[src/rtl/cal_seq_pkg.sv]
package cal_seq_pkg;

  typedef enum logic [2:0] {
    ST_RESET  = 3'd0,
    ST_STAB   = 3'd1,
    ST_CAL    = 3'd2,
    ST_LOCK   = 3'd3,
    ST_NORMAL = 3'd4,
    ST_FAIL   = 3'd5
  } seqState_t;

  // control -> datapath strobes
  typedef struct packed {
    logic stabRun;
    logic calRun;
    logic muteWindow;
  } dpCtrl_t;

  // datapath -> control conditions
  typedef struct packed {
    logic pinLow;
    logic timerExpired;
    logic calTimedOut;
  } dpStat_t;

endpackage

[src/rtl/cal_seq_dp.sv]
module cal_seq_dp
  import cal_seq_pkg::*;
#(
  parameter int NUM_CHANNELS  = 4,
  parameter int RESET_CYCLES  = 16,
  parameter int TIMEOUT_WIDTH = 16
) (
  input  logic                     clk,
  input  logic                     rstN,
  input  logic                     pdnPin,
  input  logic [TIMEOUT_WIDTH-1:0] calTimeout,
  input  logic [NUM_CHANNELS-1:0]  autoMuteMask,
  input  dpCtrl_t                  ctrl,
  output dpStat_t                  stat,
  output logic [NUM_CHANNELS-1:0]  muteEn
);

  localparam int TW = $clog2(RESET_CYCLES + 1);
  localparam logic [TW-1:0] TIMER_MAX = TW'(RESET_CYCLES);
  localparam logic [TIMEOUT_WIDTH-1:0] CAL_MAX = '1;

  logic [1:0]               pdnSync;
  logic [TW-1:0]            stabCnt;
  logic [TIMEOUT_WIDTH-1:0] calCnt;

  // two-flop synchronizer for the asynchronous pin
  always_ff @(posedge clk or negedge rstN) begin
    if (!rstN) pdnSync <= '0;
    else       pdnSync <= {pdnSync[0], pdnPin};
  end

  // stabilization timer, cleared whenever the machine is not stabilizing
  always_ff @(posedge clk or negedge rstN) begin
    if (!rstN)                     stabCnt <= '0;
    else if (!ctrl.stabRun)        stabCnt <= '0;
    else if (stabCnt != TIMER_MAX) stabCnt <= stabCnt + 1'b1;
  end

  // calibration watchdog counter
  always_ff @(posedge clk or negedge rstN) begin
    if (!rstN)                 calCnt <= '0;
    else if (!ctrl.calRun)     calCnt <= '0;
    else if (calCnt != CAL_MAX) calCnt <= calCnt + 1'b1;
  end

  always_comb begin
    stat.pinLow       = !pdnSync[1];
    stat.timerExpired = (stabCnt == TIMER_MAX);
    stat.calTimedOut  = (calCnt == calTimeout);
  end

  // per-channel mute gating
  for (genvar ch = 0; ch < NUM_CHANNELS; ch++) begin : gMute
    assign muteEn[ch] = ctrl.muteWindow & autoMuteMask[ch];
  end

endmodule

[src/rtl/cal_seq_ctrl.sv]
module cal_seq_ctrl
  import cal_seq_pkg::*;
(
  input  logic    clk,
  input  logic    rstN,
  input  logic    swResetBit,
  input  logic    supplyGood,
  input  logic    pllLock,
  input  logic    calDone,
  input  dpStat_t stat,
  output dpCtrl_t ctrl,
  output logic    reloadReq,
  output logic    calStart,
  output logic    calFail,
  output logic    inNormal
);

  seqState_t state, nextState;
  logic holdReset;
  logic reloadPending;
  logic leaveReset;

  assign holdReset  = stat.pinLow || !swResetBit;
  assign leaveReset = (state == ST_RESET) && !holdReset;

  always_comb begin
    nextState = state;
    if (holdReset) begin
      nextState = ST_RESET;
    end else begin
      unique case (state)
        ST_RESET:  nextState = ST_STAB;
        ST_STAB:   if (stat.timerExpired && supplyGood) nextState = ST_CAL;
        ST_CAL: begin
          if (calDone)               nextState = ST_LOCK;
          else if (stat.calTimedOut) nextState = ST_FAIL;
        end
        ST_LOCK:   if (pllLock) nextState = ST_NORMAL;
        ST_NORMAL: nextState = ST_NORMAL;
        ST_FAIL:   nextState = ST_FAIL;
        default:   nextState = ST_RESET;
      endcase
    end
  end

  always_ff @(posedge clk or negedge rstN) begin
    if (!rstN) state <= ST_RESET;
    else       state <= nextState;
  end

  // power-up and pin resets request a reload of defaults; software reset does not
  always_ff @(posedge clk or negedge rstN) begin
    if (!rstN)            reloadPending <= 1'b1;
    else if (stat.pinLow) reloadPending <= 1'b1;
    else if (leaveReset)  reloadPending <= 1'b0;
  end

  always_ff @(posedge clk or negedge rstN) begin
    if (!rstN) begin
      reloadReq <= 1'b0;
      calStart  <= 1'b0;
      calFail   <= 1'b0;
    end else begin
      reloadReq <= leaveReset && reloadPending;
      calStart  <= (state == ST_STAB) && (nextState == ST_CAL);
      if (nextState == ST_RESET)
        calFail <= 1'b0;
      else if ((state == ST_CAL) && (nextState == ST_FAIL))
        calFail <= 1'b1;
    end
  end

  always_comb begin
    ctrl.stabRun    = (state == ST_STAB);
    ctrl.calRun     = (state == ST_CAL);
    ctrl.muteWindow = (state == ST_CAL) || (state == ST_LOCK) || (state == ST_FAIL);
    inNormal        = (state == ST_NORMAL);
  end

endmodule

[src/rtl/cal_sequencer.sv]
module cal_sequencer
  import cal_seq_pkg::*;
#(
  parameter int NUM_CHANNELS  = 4,
  parameter int RESET_CYCLES  = 16,
  parameter int TIMEOUT_WIDTH = 16
) (
  input  logic                     clk,
  input  logic                     rstN,
  input  logic                     pdnPin,
  input  logic                     swResetBit,
  input  logic                     supplyGood,
  input  logic                     pllLock,
  input  logic                     calDone,
  input  logic [TIMEOUT_WIDTH-1:0] calTimeout,
  input  logic [NUM_CHANNELS-1:0]  autoMuteMask,
  output logic                     reloadReq,
  output logic                     calStart,
  output logic [NUM_CHANNELS-1:0]  muteEn,
  output logic                     inNormal,
  output logic                     calFail
);

  dpCtrl_t ctrlBus;
  dpStat_t statBus;

  cal_seq_ctrl uCtrl (
    .clk        (clk),
    .rstN       (rstN),
    .swResetBit (swResetBit),
    .supplyGood (supplyGood),
    .pllLock    (pllLock),
    .calDone    (calDone),
    .stat       (statBus),
    .ctrl       (ctrlBus),
    .reloadReq  (reloadReq),
    .calStart   (calStart),
    .calFail    (calFail),
    .inNormal   (inNormal)
  );

  cal_seq_dp #(
    .NUM_CHANNELS  (NUM_CHANNELS),
    .RESET_CYCLES  (RESET_CYCLES),
    .TIMEOUT_WIDTH (TIMEOUT_WIDTH)
  ) uDp (
    .clk          (clk),
    .rstN         (rstN),
    .pdnPin       (pdnPin),
    .calTimeout   (calTimeout),
    .autoMuteMask (autoMuteMask),
    .ctrl         (ctrlBus),
    .stat         (statBus),
    .muteEn       (muteEn)
  );

endmodule

[config.mk]
export PLATFORM = sky130hd
export DESIGN_NAME = cal_sequencer
export DESIGN_NICKNAME = d
export VERILOG_FILES = /design/src/rtl/cal_seq_pkg.sv /design/src/rtl/cal_seq_dp.sv /design/src/rtl/cal_seq_ctrl.sv /design/src/rtl/cal_sequencer.sv
export SDC_FILE = /design/constraint.sdc
export NUM_CORES = 1
export LEC_CHECK = 0
export BUFFER_PORTS_ARGS = -buffer_cell sky130_fd_sc_hd__clkbuf_2
export CELL_PAD_IN_SITES_DETAIL_PLACEMENT = 1
export CELL_PAD_IN_SITES_GLOBAL_PLACEMENT = 1
export CORE_UTILIZATION = 38
export CTS_CLUSTER_DIAMETER = 50
export DETAILED_ROUTE_END_ITERATION = 16
export HOLD_SLACK_MARGIN = 0.08
export PLACE_DENSITY = 0.84
export SLEW_MARGIN = 20
export SYNTH_ARGS = -nofsm -noshare
export SYNTH_HDL_FRONTEND = slang
export SYNTH_SLANG_ARGS = --single-unit
[constraint.sdc]
create_clock -name clk -period 1.9 [get_ports clk]
set_input_delay 0.38 -clock clk [delete_from_list [all_inputs] [get_ports clk]]
set_output_delay 0.38 -clock clk [all_outputs]
set_load 0.005 [all_outputs]
# After elaboration in Yosys (flattened, before gate mapping)
# Cells that the tools add are included.
[op_classes]
eq_ne = 14
n_bitwise = 4
add_sub_neg = 2
reduce_logical = 14
n_mux = 14
[ops]
columns = ["cell", "n"]
rows = [
  ["16-bit two-way mux", 2],
  ["3-bit case mux with 6 select lines", 1],
  ["16-bit by 1-bit adder with 16-bit output, second input constant", 1],
  ["16-bit equality test", 1],
  ["16-bit inequality test, second input constant", 1],
  ["3-bit two-way mux", 5],
  ["5-bit two-way mux", 2],
  ["3-bit by 2-bit equality test with 1-bit output, second input constant", 3],
  ["3-bit equality test, second input constant", 3],
  ["3-bit logical NOT", 2],
  ["2-bit inequality test, second input constant", 3],
  ["5-bit by 1-bit adder with 5-bit output, second input constant", 1],
  ["5-bit equality test, second input constant", 1],
  ["1-bit logical AND", 5],
  ["5-bit inequality test, second input constant", 1],
  ["1-bit bitwise AND", 4],
  ["1-bit two-way mux", 4],
  ["3-bit by 1-bit equality test with 1-bit output, second input constant", 1],
  ["1-bit logical NOT", 3],
  ["1-bit logical OR", 3],
  ["2-bit nonzero test", 1],
]
[totals]
register_bits = 30
output_inout_bits = 8
input_bits = 27
elab_cells = 56

# Logic depth before layout (Yosys ltp)
# Gate-level depths: netlist (run 1).
[depth]
ltp_word = 9
ltp_mapped = 7
depth_no_buf = 6

# Hierarchy
# A second synthesis (run 1) with hierarchy kept.
[hier_totals]
hier_cells = 176
area_unflattened_um2 = 1786.7
[by_module_without_submodules]
columns = ["module", "cells_each", "area_per_inst_um2", "n_inst"]
rows = [
  ["cal_seq_dp", 140, 1417.6, 1],
  ["cal_seq_ctrl", 36, 369.1, 1],
]

# Worst setup path before layout (run 1)
# No wires, ideal clock.
[synth_timing]
path_kind = "register -> register"
startpoint = "register uDp.calCnt[0]"
endpoint = "register uDp.calCnt[9]"
path_buffers = 1
setup_ns = 0.079
stages_incl_launch_ff = 7
t_arrival_ns = 1.687
required_ns = 1.821
path_slack_ns = 0.134
cell_sequence = "dfrtp_1 -> ha_1 -> and2_1 -> and4_1 -> clkbuf_2 -> a211oi_1 -> mux2i_1"
[synth_via]
elab_chain_len = 3
elab_cells_between_ends = 5
cone_classes = "1 x add/sub; 2 x eq/ne; 2 x mux"
[synth_rtl]
columns = ["element", "line_no", "text"]
rows = [
  ["start: declaration", "cal_seq_dp.sv:24", "logic [TIMEOUT_WIDTH-1:0] calCnt;"],
  ["start signal: assignment", "cal_seq_dp.sv:43", "else if (calCnt != CAL_MAX) calCnt <= calCnt + 1'b1;"],
  ["16-bit by 1-bit adder with 16-bit output", "cal_seq_dp.sv:43", ""],
  ["16-bit two-way mux", "cal_seq_dp.sv:43", ""],
  ["16-bit two-way mux", "cal_seq_dp.sv:42", "else if (!ctrl.calRun) calCnt <= '0;"],
]
# Several ways; a longest one is shown, not always the timed one. The select of a mux whose other input is x is not followed.
# A chain may end at the register's enable or synchronous reset.

# Worst setup path in the final report (run 1)
[layout_timing]
startpoint = "register uDp.calCnt[1]"
endpoint = "register uDp.calCnt[15]"
# The elaborated chain is that of the path after synthesis.

==> flow_metrics.env, run 1 <==
export IMPL_status="finished, violations left"
export IMPL_violations="DRC"
export IMPL_finalSetupViolCount=0
export IMPL_viasPerCell=5.79
export IMPL_overflow=0
export IMPL_crit_fanout=5
export IMPL_antenna_found_initial=0
export IMPL_area_growth_pct=24.4
export IMPL_synth_avg_cell_area_sq_um=9.49
export IMPL_drive_gt1_frac=0.286
export IMPL_core_sq_um=4470
export IMPL_port_buffers=34
export IMPL_startpoint_type="register"
export IMPL_grt_usage=0.223
export IMPL_dp_hpwl_um=3710
export IMPL_ys_types=44
export IMPL_worst_setup_path_type="register to register"
export IMPL_drtIter0Drc=126
export IMPL_tightest_slew_ns=0.774
export IMPL_grt_pass1_wl_um=8610
export IMPL_globalplace_congestion=0.787
export IMPL_postCtsSetupRepairBufs=0
export IMPL_finalNetCount=270
export IMPL_cts_hold_buffers=0
export IMPL_synthCells=192
export IMPL_max_clock_path_buffers=2
export IMPL_synth_main_ff_cell="dfrtp_1"
export IMPL_hold_worst_slack_ns=0.149
export IMPL_cp_end_kind="register"
export IMPL_finalClockSkew_ns=0.00359
export IMPL_postPlaceCellArea_sq_um=2120
export IMPL_min_path_type="input port to async pin"
export IMPL_finalHoldViolations=0
export IMPL_power_density_nw_per_um2=614
export IMPL_grt_pass1_vias=1733
export IMPL_io_pins=35
export IMPL_fin_crit_ns=1.83
export IMPL_wl_per_cell_um=18.4
export IMPL_crit_arrival_ns=2.04
export IMPL_yosysMostFrequentCell="dfrtp_1"
export IMPL_peakVddDrop_v=0.000286
export IMPL_clk_pin_slew_worst_paths_ns=0.07
export IMPL_yosys_area_top_type_share=0.398
export IMPL_htreeDepth=2
export IMPL_async_flop_share=1.00
export IMPL_clk_latency_ns=0.29
export IMPL_antennaDiodeCount=0
export IMPL_synth_seq_area_share=0.413
export IMPL_rows=24
export IMPL_finalCritPeriodShare=0.963
export IMPL_power_leakage_nw=1.06
export IMPL_wl_um=5400
export IMPL_drv_slew=0
export IMPL_vias=1697
export IMPL_antenna_left=0
export IMPL_synthTopCellsByCount="dfrtp_1 (29), xor2_1 (18), nand2_1 (14), a21oi_1 (12), o21ai_0 (12)"
export IMPL_cts_root_buf="clkbuf_8"
export IMPL_cts_made_buffers=5
export IMPL_dr_pass1_iters=10
export IMPL_dieHeight_um=71.2
export IMPL_ys_warn_count=0
export IMPL_ys_ff_latch=30
export IMPL_clock_sinks=30
export IMPL_synth_edf_count=0
export IMPL_drv_cap=0
export IMPL_die_area_sq_um=5080
export IMPL_grt_max_degree=31
export IMPL_die_x_um=71.2
export IMPL_cts_tree="yes"
export IMPL_initial_core_util=0.407
export IMPL_syn_nets=222
export IMPL_final_area_sq_um=2270
export IMPL_slew_headroom=0.484
export IMPL_synth_area_leaders="dfrtp_1 (40%), xor2_1 (8.7%), a21oi_1 (3.3%)"
export IMPL_syn_area_sq_um=1820
export IMPL_worstPathRequired_ns=2.11
export IMPL_route_detailed_drc=1
export IMPL_yosys_area_top_type="dfrtp_1"
export IMPL_max_freq_mhz=547
## registers in the layout, indices dropped and copies added, names as in the netlist
register,flops
uDp.stabCnt,5
uCtrl.reloadReq,1
uCtrl.reloadPending,1
uDp.calCnt,16
uCtrl.calStart,1
uCtrl.state,3
uCtrl.calFail,1
uDp.pdnSync,2
## layer usage
metal	vias to the layer above	wire length (um)	track usage
met4	0	81	0.0867
met2	31	2720	0.364
li1	795	-	-
met3	8	161	0.0577
met5	-	0	0
met1	863	2430	0.285
## worst paths after layout
path | start | to | slack [ns] | depth (start not counted)
min in group clk | pdnPin | uDp.pdnSync[0]$_DFF_PN0_ | 0.19 | 1
setup reg to reg | uDp.calCnt[1]$_DFFE_PN0P_ | uDp.calCnt[15]$_DFFE_PN0P_ | 0.07 | 5
setup / recovery | uDp.calCnt[1]$_DFFE_PN0P_ | uDp.calCnt[15]$_DFFE_PN0P_ | 0.07 | 5
hold / removal | rstN | uDp.calCnt[0]$_DFFE_PN0P_ | 0.15 | 1
hold reg to reg | uDp.pdnSync[0]$_DFF_PN0_ | uDp.pdnSync[1]$_DFF_PN0_ | 0.35 | 0
max in group asynchronous | rstN | uCtrl.state[2]$_DFF_PN0_ | 1.21 | 1
## repair_timing
action	CTS	global route
gates resized for setup	3	7
setup endpoints to repair	4	5
pin swaps	0	0
## critical path: stages, from the launching register on
cell,delay (ns)
dfrtp_1,0.42
ha_1,0.22
buf_4,0.17
a211o_4,0.35
or4_1,0.44
a21oi_2,0.15
## report_power, final
part,total [mW],internal (mW),switching (mW),leakage [nW]
clock network,0.658,0.386,0.272,0.0579
registers,0.655,0.647,0.00807,0.407
logic,0.0778,0.0354,0.0423,0.596
## stage by stage
step / utilization / instances / TNS, ns / total power, mW / setup WS [ns]
final: 0.506 / 293 / 0 / 1.39 / 0.0702
after global routing: 0.506 / 293 / -0.00216 / 1.44 / -0.00216
after CTS: 0.501 / 293 / 0 / 1.40 / 0.0417
after detailed placement: 0.474 / 285 / 0 / 0.746 / 0.0696
after global placement: 0.474 / 285 / 0 / 0.742 / 0.166
after floorplan: - / 192 / 0 / 0.692 / 0.134
## cells in the final DEF, fill, tap and decap left out, types with 6 or more instances in the layout
| master | count |
|---|---|
| nand4_1 | 6 |
| buf_4 | 15 |
| a21oi_1 | 11 |
| dfrtp_1 | 28 |
| nand3_1 | 9 |
| nand2_1 | 14 |
| xor2_1 | 18 |
| nor3_1 | 7 |
| clkbuf_2 | 34 |
| o21ai_0 | 11 |
## kinds of logic after synthesis
family	Yosys count	synth area share
AOI/OAI and AO/OA	45	0.163
xor gates and xnor gates	20	0.0962
DFF	30	0.413
adders and majority gates	3	0.0206
and+or+nand+nor	77	0.249
muxes	3	0.0165
buffers and inverters	14	0.0412
## area by class of cell
type | count | area, sq um
Fill cell | 522 | 2210
Multi-Input combinational cell | 148 | 1030
Clock buffer | 5 | 68.8
Timing Repair Buffer | 50 | 294
Sequential cell | 30 | 753
Inverter | 5 | 18.8
Clock inverter | 3 | 40.0
Tap cell | 52 | 65.1
(Power assumes the default switching activity.)
==> run 2, diff against run 1 <==
- BUFFER_PORTS_ARGS: -buffer_cell sky130_fd_sc_hd__clkbuf_2 -> -buffer_cell sky130_fd_sc_hd__buf_4
==> run 2 against run 1 <==
The flow still finishes with violations (DRC). First-iteration DRC count is 24% lower. Design area grew 1.2%. Total power is 11% lower. Clock-buffer cell count increased by 2. Setup slack gained 0.025 ns. Flip-flop and latch count did not move. Sequential share of layout area decreased by 0.38 points. Largest cell class unchanged. Largest power group is now sequential cells.
==> flow_metrics.env, run 2 (synthesis results as in run 1) <==
export IMPL_antennaDiodeCount=0
export IMPL_peakVddDrop_v=0.000298
export IMPL_die_x_um=71.2
export IMPL_grt_pass1_wl_um=8400
export IMPL_antenna_left=0
export IMPL_core_sq_um=4470
export IMPL_slew_headroom=0.736
export IMPL_clk_latency_ns=0.28
export IMPL_antenna_found_initial=0
export IMPL_worstPathRequired_ns=1.52
export IMPL_largest_reg_flops=16
export IMPL_final_cell_mix="buf_4 (48), dfrtp_1 (28), xor2_1 (18), nand2_1 (14)"
export IMPL_wl_per_cell_um=17.3
export IMPL_status="finished, violations left"
export IMPL_max_clock_path_buffers=2
export IMPL_crit_reg2reg_launch="uDp.calCnt[1]$_DFFE_PN0P_"
export IMPL_clk_pin_slew_worst_paths_ns=0.06
export IMPL_finalHoldViolations=0
export IMPL_power_density_nw_per_um2=538
export IMPL_rows=24
export IMPL_postCtsSetupRepairBufs=0
export IMPL_drv_cap=0
export IMPL_max_stage_delay_ns=0.46
export IMPL_initial_core_util=0.407
export IMPL_crit_fanout=7
export IMPL_fin_crit_ns=1.81
export IMPL_fin_setup_tns_ns=0
export IMPL_critical_path_slowest_cell="dfrtp_2"
export IMPL_cts_root_buf="clkbuf_8"
export IMPL_cp_startpoint="uCtrl.state[2]$_DFF_PN0_"
export IMPL_area_growth_pct=25.8
export IMPL_globalplace_congestion=0.812
export IMPL_drv_slew=0
export IMPL_max_freq_mhz=554
export IMPL_dr_pass1_iters=10
export IMPL_regMostFlops="uDp.calCnt"
export IMPL_finalNetCount=269
export IMPL_crit_chain="nor2b_2 > a21o_1 > and2_1 > buf_4"
export IMPL_grt_usage=0.213
export IMPL_min_path_type="input port to register"
export IMPL_hold_worst_slack_ns=0.217
export IMPL_nFillCells=520
export IMPL_cp_end_kind="output port"
export IMPL_clock_sinks=30
export IMPL_io_pins=35
export IMPL_violations="DRC"
export IMPL_hp_start="pdnPin"
export IMPL_crit_arrival_ns=1.43
export IMPL_overflow=0
export IMPL_viasPerCell=5.78
export IMPL_reg_top3="uDp.calCnt (16), uDp.stabCnt (5), uCtrl.state (3)"
export IMPL_cts_tree="yes"
export IMPL_die_area_sq_um=5080
export IMPL_dp_hpwl_um=3720
export IMPL_vias=1681
export IMPL_route_detailed_drc=1
export IMPL_final_core_util=0.512
export IMPL_grt_pass1_vias=1790
export IMPL_finalCritPeriodShare=0.950
export IMPL_startpoint_type="register"
export IMPL_drive_gt1_frac=0.259
export IMPL_tightest_slew_ns=0.392
export IMPL_power_mw=1.23
export IMPL_grt_max_degree=31
export IMPL_drtIter0Drc=96
export IMPL_cts_made_buffers=5
export IMPL_layout_commonest_cell="buf_4"
export IMPL_dieHeight_um=71.2
export IMPL_port_buffers=34
export IMPL_finalClockSkew_ns=0.0100
export IMPL_htreeDepth=2
export IMPL_finalSetupViolCount=0
export IMPL_worst_setup_path_type="register to output port"
export IMPL_power_leakage_nw=1.05
export IMPL_wl_um=5020
==> run 2: changes by cell type in the layout (fill, tap and decap cells not counted), moves of 2 or more <==
cell,previous run,this run
clkbuf_2,34,0
clkbuf_1,0,2
clkinv_2,2,0
buf_4,15,48
==> run 2: per-stage QoR <==
stage	std cells	setup WS [ns]	instance area, sq um
after global placement	283	0.126	2190
after global routing	291	-0.0133	2290
after detailed placement	283	0.141	2190
after CTS	291	0.0455	2280
after floorplan	192	0.134	1820
final	291	0.0947	2290
==> run 2: layout make-up <==
| type | instances | area, sq um | area share |
|---|---|---|---|
| sequential | 30 | 753 | 0.329 |
| clock buffer | 7 | 76.3 | 0.0333 |
| multi-input combinational | 148 | 1010 | 0.440 |
| tap | 52 | 65.1 | 0.0284 |
| timing repair buffer | 49 | 370 | 0.162 |
| inverter | 5 | 18.8 | 0.00819 |
==> run 2: final timing paths <==
kind                       depth (start not counted)                         endpoint  slack (ns)
hold reg to reg                                    0         uDp.pdnSync[1]$_DFF_PN0_        0.36
setup reg to reg                                   5         uCtrl.state[1]$_DFF_PN0_        0.12
min in group asynchronous                          2        uDp.calCnt[2]$_DFFE_PN0P_        0.57
max in group asynchronous                          2  uCtrl.reloadPending$_DFFE_PN1P_        1.01
hold / removal                                     1         uDp.pdnSync[0]$_DFF_PN0_        0.22
setup / recovery                                   4                        muteEn[0]        0.09
==> run 2: report_power, final <==
| group | internal [mW] | switching, mW | leakage (nW) |
|---|---|---|---|
| Combinational | 0.0526 | 0.0426 | 0.609 |
| Sequential | 0.648 | 0.00782 | 0.407 |
| Clock | 0.252 | 0.230 | 0.0383 |
==> run 2: timing repair <==
action / CTS / global route
endpoints found under the setup margin: 1 / 13
gates cloned: 0 / 0
gates resized for setup: 1 / 4
endpoints found under the hold margin: 29 / 0
hold buffers: 1 / 0
==> run 2: routing by layer <==
metal  share of wire  vias to the layer above  GRT usage
met1            0.43                      835      0.269
met3           0.041                       10     0.0380
met2            0.51                       38      0.371
met4           0.017                        0     0.0667
met5               0                        -          0
li1                -                      798          -
==> run 2: worst max-delay path: cells and delay by family, from the launching register on <==
family / cells / cell delay, ns
AO/OA/AOI/OAI: 1 / 0.21
AND/OR/NAND/NOR: 2 / 0.36
buffers and inverters: 1 / 0.13
flip-flops: 1 / 0.46
==> run 3, diff against run 2 <==
- CORE_MARGIN: unset -> 10
- SETUP_SLACK_MARGIN: unset -> 0.5
==> run 3 against run 2 <==
The flow now finishes without violations. Die area increased by 57%. Sequential share of layout area decreased by 7.5 points. Non-clock buffer count increased by 42. Largest power group unchanged. Via count increased by 22%. Highest routed layer unchanged.
==> flow_metrics.env, run 3 (synthesis results as in run 1) <==
export IMPL_status="finished clean"
export IMPL_finalCritPeriodShare=0.938
export IMPL_tightest_slew_ns=0.465
export IMPL_antennaDiodeCount=0
export IMPL_clk_latency_ns=0.30
export IMPL_hp_start="pdnPin"
export IMPL_startpoint_type="register"
export IMPL_worst_setup_path_type="register to output port"
export IMPL_clk_pin_slew_worst_paths_ns=0.08
export IMPL_power_leakage_nw=1.32
export IMPL_crit_reg2reg_launch="uDp.calCnt[4]$_DFFE_PN0P_"
export IMPL_min_path_type="input port to register"
export IMPL_initial_core_util=0.388
export IMPL_cts_made_buffers=5
export IMPL_route_detailed_drc=0
export IMPL_die_x_um=89.2
export IMPL_drive_gt1_frac=0.571
export IMPL_finalHoldViolations=0
export IMPL_max_clock_path_buffers=2
export IMPL_antenna_left=0
export IMPL_rsz0062_at_grt="true"
export IMPL_fin_crit_ns=1.78
export IMPL_finalSetupViolCount=0
export IMPL_overflow=0
export IMPL_dp_hpwl_um=3870
export IMPL_drv_cap=0
export IMPL_vias=2043
export IMPL_slew_headroom=0.686
export IMPL_antenna_found_initial=0
export IMPL_r2r_end="uCtrl.calFail$_DFFE_PN0P_"
export IMPL_dieHeight_um=89.2
export IMPL_worstPathRequired_ns=1.52
export IMPL_hold_path_depth=1
export IMPL_grt_pass1_vias=2147
export IMPL_fin_setup_tns_ns=0
export IMPL_htreeDepth=2
export IMPL_rr_worst_depth=5
export IMPL_layout_commonest_cell="buf_4"
export IMPL_crit_arrival_ns=1.40
export IMPL_die_area_sq_um=7960
export IMPL_grt_usage=0.203
export IMPL_largest_reg_flops=16
export IMPL_wl_um=8950
export IMPL_port_buffers=34
export IMPL_max_freq_mhz=561
export IMPL_io_pins=35
export IMPL_area_growth_pct=65.9
export IMPL_viasPerCell=6.08
export IMPL_globalplace_congestion=0.849
export IMPL_core_sq_um=4690
export IMPL_power_density_nw_per_um2=452
export IMPL_peakVddDrop_v=0.000413
export IMPL_grt_max_degree=31
export IMPL_cts_tree="yes"
export IMPL_crit_fanout=4
export IMPL_dr_pass1_iters=4
export IMPL_finalNetCount=311
export IMPL_finalClockSkew_ns=0.0140
export IMPL_drtIter0Drc=131
export IMPL_grt_pass1_wl_um=12200
export IMPL_reg2reg_slack_ns=0.13
export IMPL_rows=25
export IMPL_min_to="uDp.pdnSync[0]$_DFF_PN0_"
export IMPL_regMostFlops="uDp.calCnt"
export IMPL_pre_cts_ws_ns=0.103
export IMPL_final_cell_mix="buf_4 (68), buf_6 (20), xor2_1 (17), dfrtp_1 (17), nand2_1 (14)"
export IMPL_clock_sinks=30
export IMPL_drv_slew=0
export IMPL_cp_end_kind="output port"
export IMPL_setup_ws_ns=0.118
export IMPL_reg_top3="uDp.calCnt (16), uDp.stabCnt (5), uCtrl.state (3)"
export IMPL_wl_per_cell_um=26.6
export IMPL_cts_root_buf="clkbuf_8"
## run 3: routing by layer
layer  track usage  wire length, um  vias to the layer above  share of wire
met5             0                0                        -              0
met4        0.0795              284                        0          0.032
met3        0.0301              424                       27          0.047
met2         0.344             4610                       84           0.51
met1         0.251             3640                     1050           0.41
li1              -                -                      882              -
## run 3: repair_timing
item                                   4_1_cts  5_1_grt
pin swaps                                   28       12
hold buffers                                 1        0
setup endpoints to repair                   27       31
resized for setup                           45       48
endpoints found under the hold margin       29        0
buffers inserted                            42        5
gates cloned                                 1        0
## run 3: layout make-up
class	count	area (sq um)
clock buffers	7	86.3
clock inverters	1	5.00
fillers	493	1670
inverters	5	18.8
multi-input cells	148	1290
flip-flops and latches	30	767
well taps	54	67.6
repair buffers	91	788
## run 3: stage by stage
| stage | hold WS (ns) | utilization | instance area, sq um | total power, mW | std cells |
|---|---|---|---|---|---|
| 6_report | 0.193 | 0.644 | 3020 | 1.37 | 336 |
| 5_1_grt | 0.187 | 0.644 | 3020 | 1.40 | 336 |
| 2_1_floorplan | 0.0844 | - | 1870 | 0.692 | 192 |
| 4_1_cts | 0.193 | 0.592 | 2780 | 1.33 | 331 |
| 3_3_place_gp | 0.334 | 0.466 | 2180 | 0.758 | 279 |
| 3_5_place_dp | 0.336 | 0.466 | 2180 | 0.763 | 279 |
## run 3: power breakdown
group	switching [mW]	internal, mW	leakage [nW]
clock	0.276	0.292	0.0482
combinational	0.0645	0.0751	0.887
sequential	0.00977	0.648	0.389
total	0.351	1.02	1.32
## run 3: worst max-delay path, cell delays in order (launching register included)
cell	delay, ns
dfrtp_2	0.42
buf_6	0.13
nor2b_4	0.12
a21o_1	0.16
and2_1	0.15
buf_4	0.12
## run 3: worst max-delay path by stage
stage / from / end / cells past startpoint
floorplan: uDp.calCnt[13]$_DFFE_PN0P_ / uDp.calCnt[13]$_DFFE_PN0P_ / 6
global route: uDp.calCnt[11]$_DFFE_PN0P_ / uCtrl.calFail$_DFFE_PN0P_ / 5
global placement: uDp.calCnt[4]$_DFFE_PN0P_ / uDp.calCnt[2]$_DFFE_PN0P_ / 4
CTS: uCtrl.state[1]$_DFF_PN0_ / muteEn[3] / 4
detailed placement: uDp.calCnt[4]$_DFFE_PN0P_ / uDp.calCnt[15]$_DFFE_PN0P_ / 4
finish: uCtrl.state[2]$_DFF_PN0_ / muteEn[2] / 5
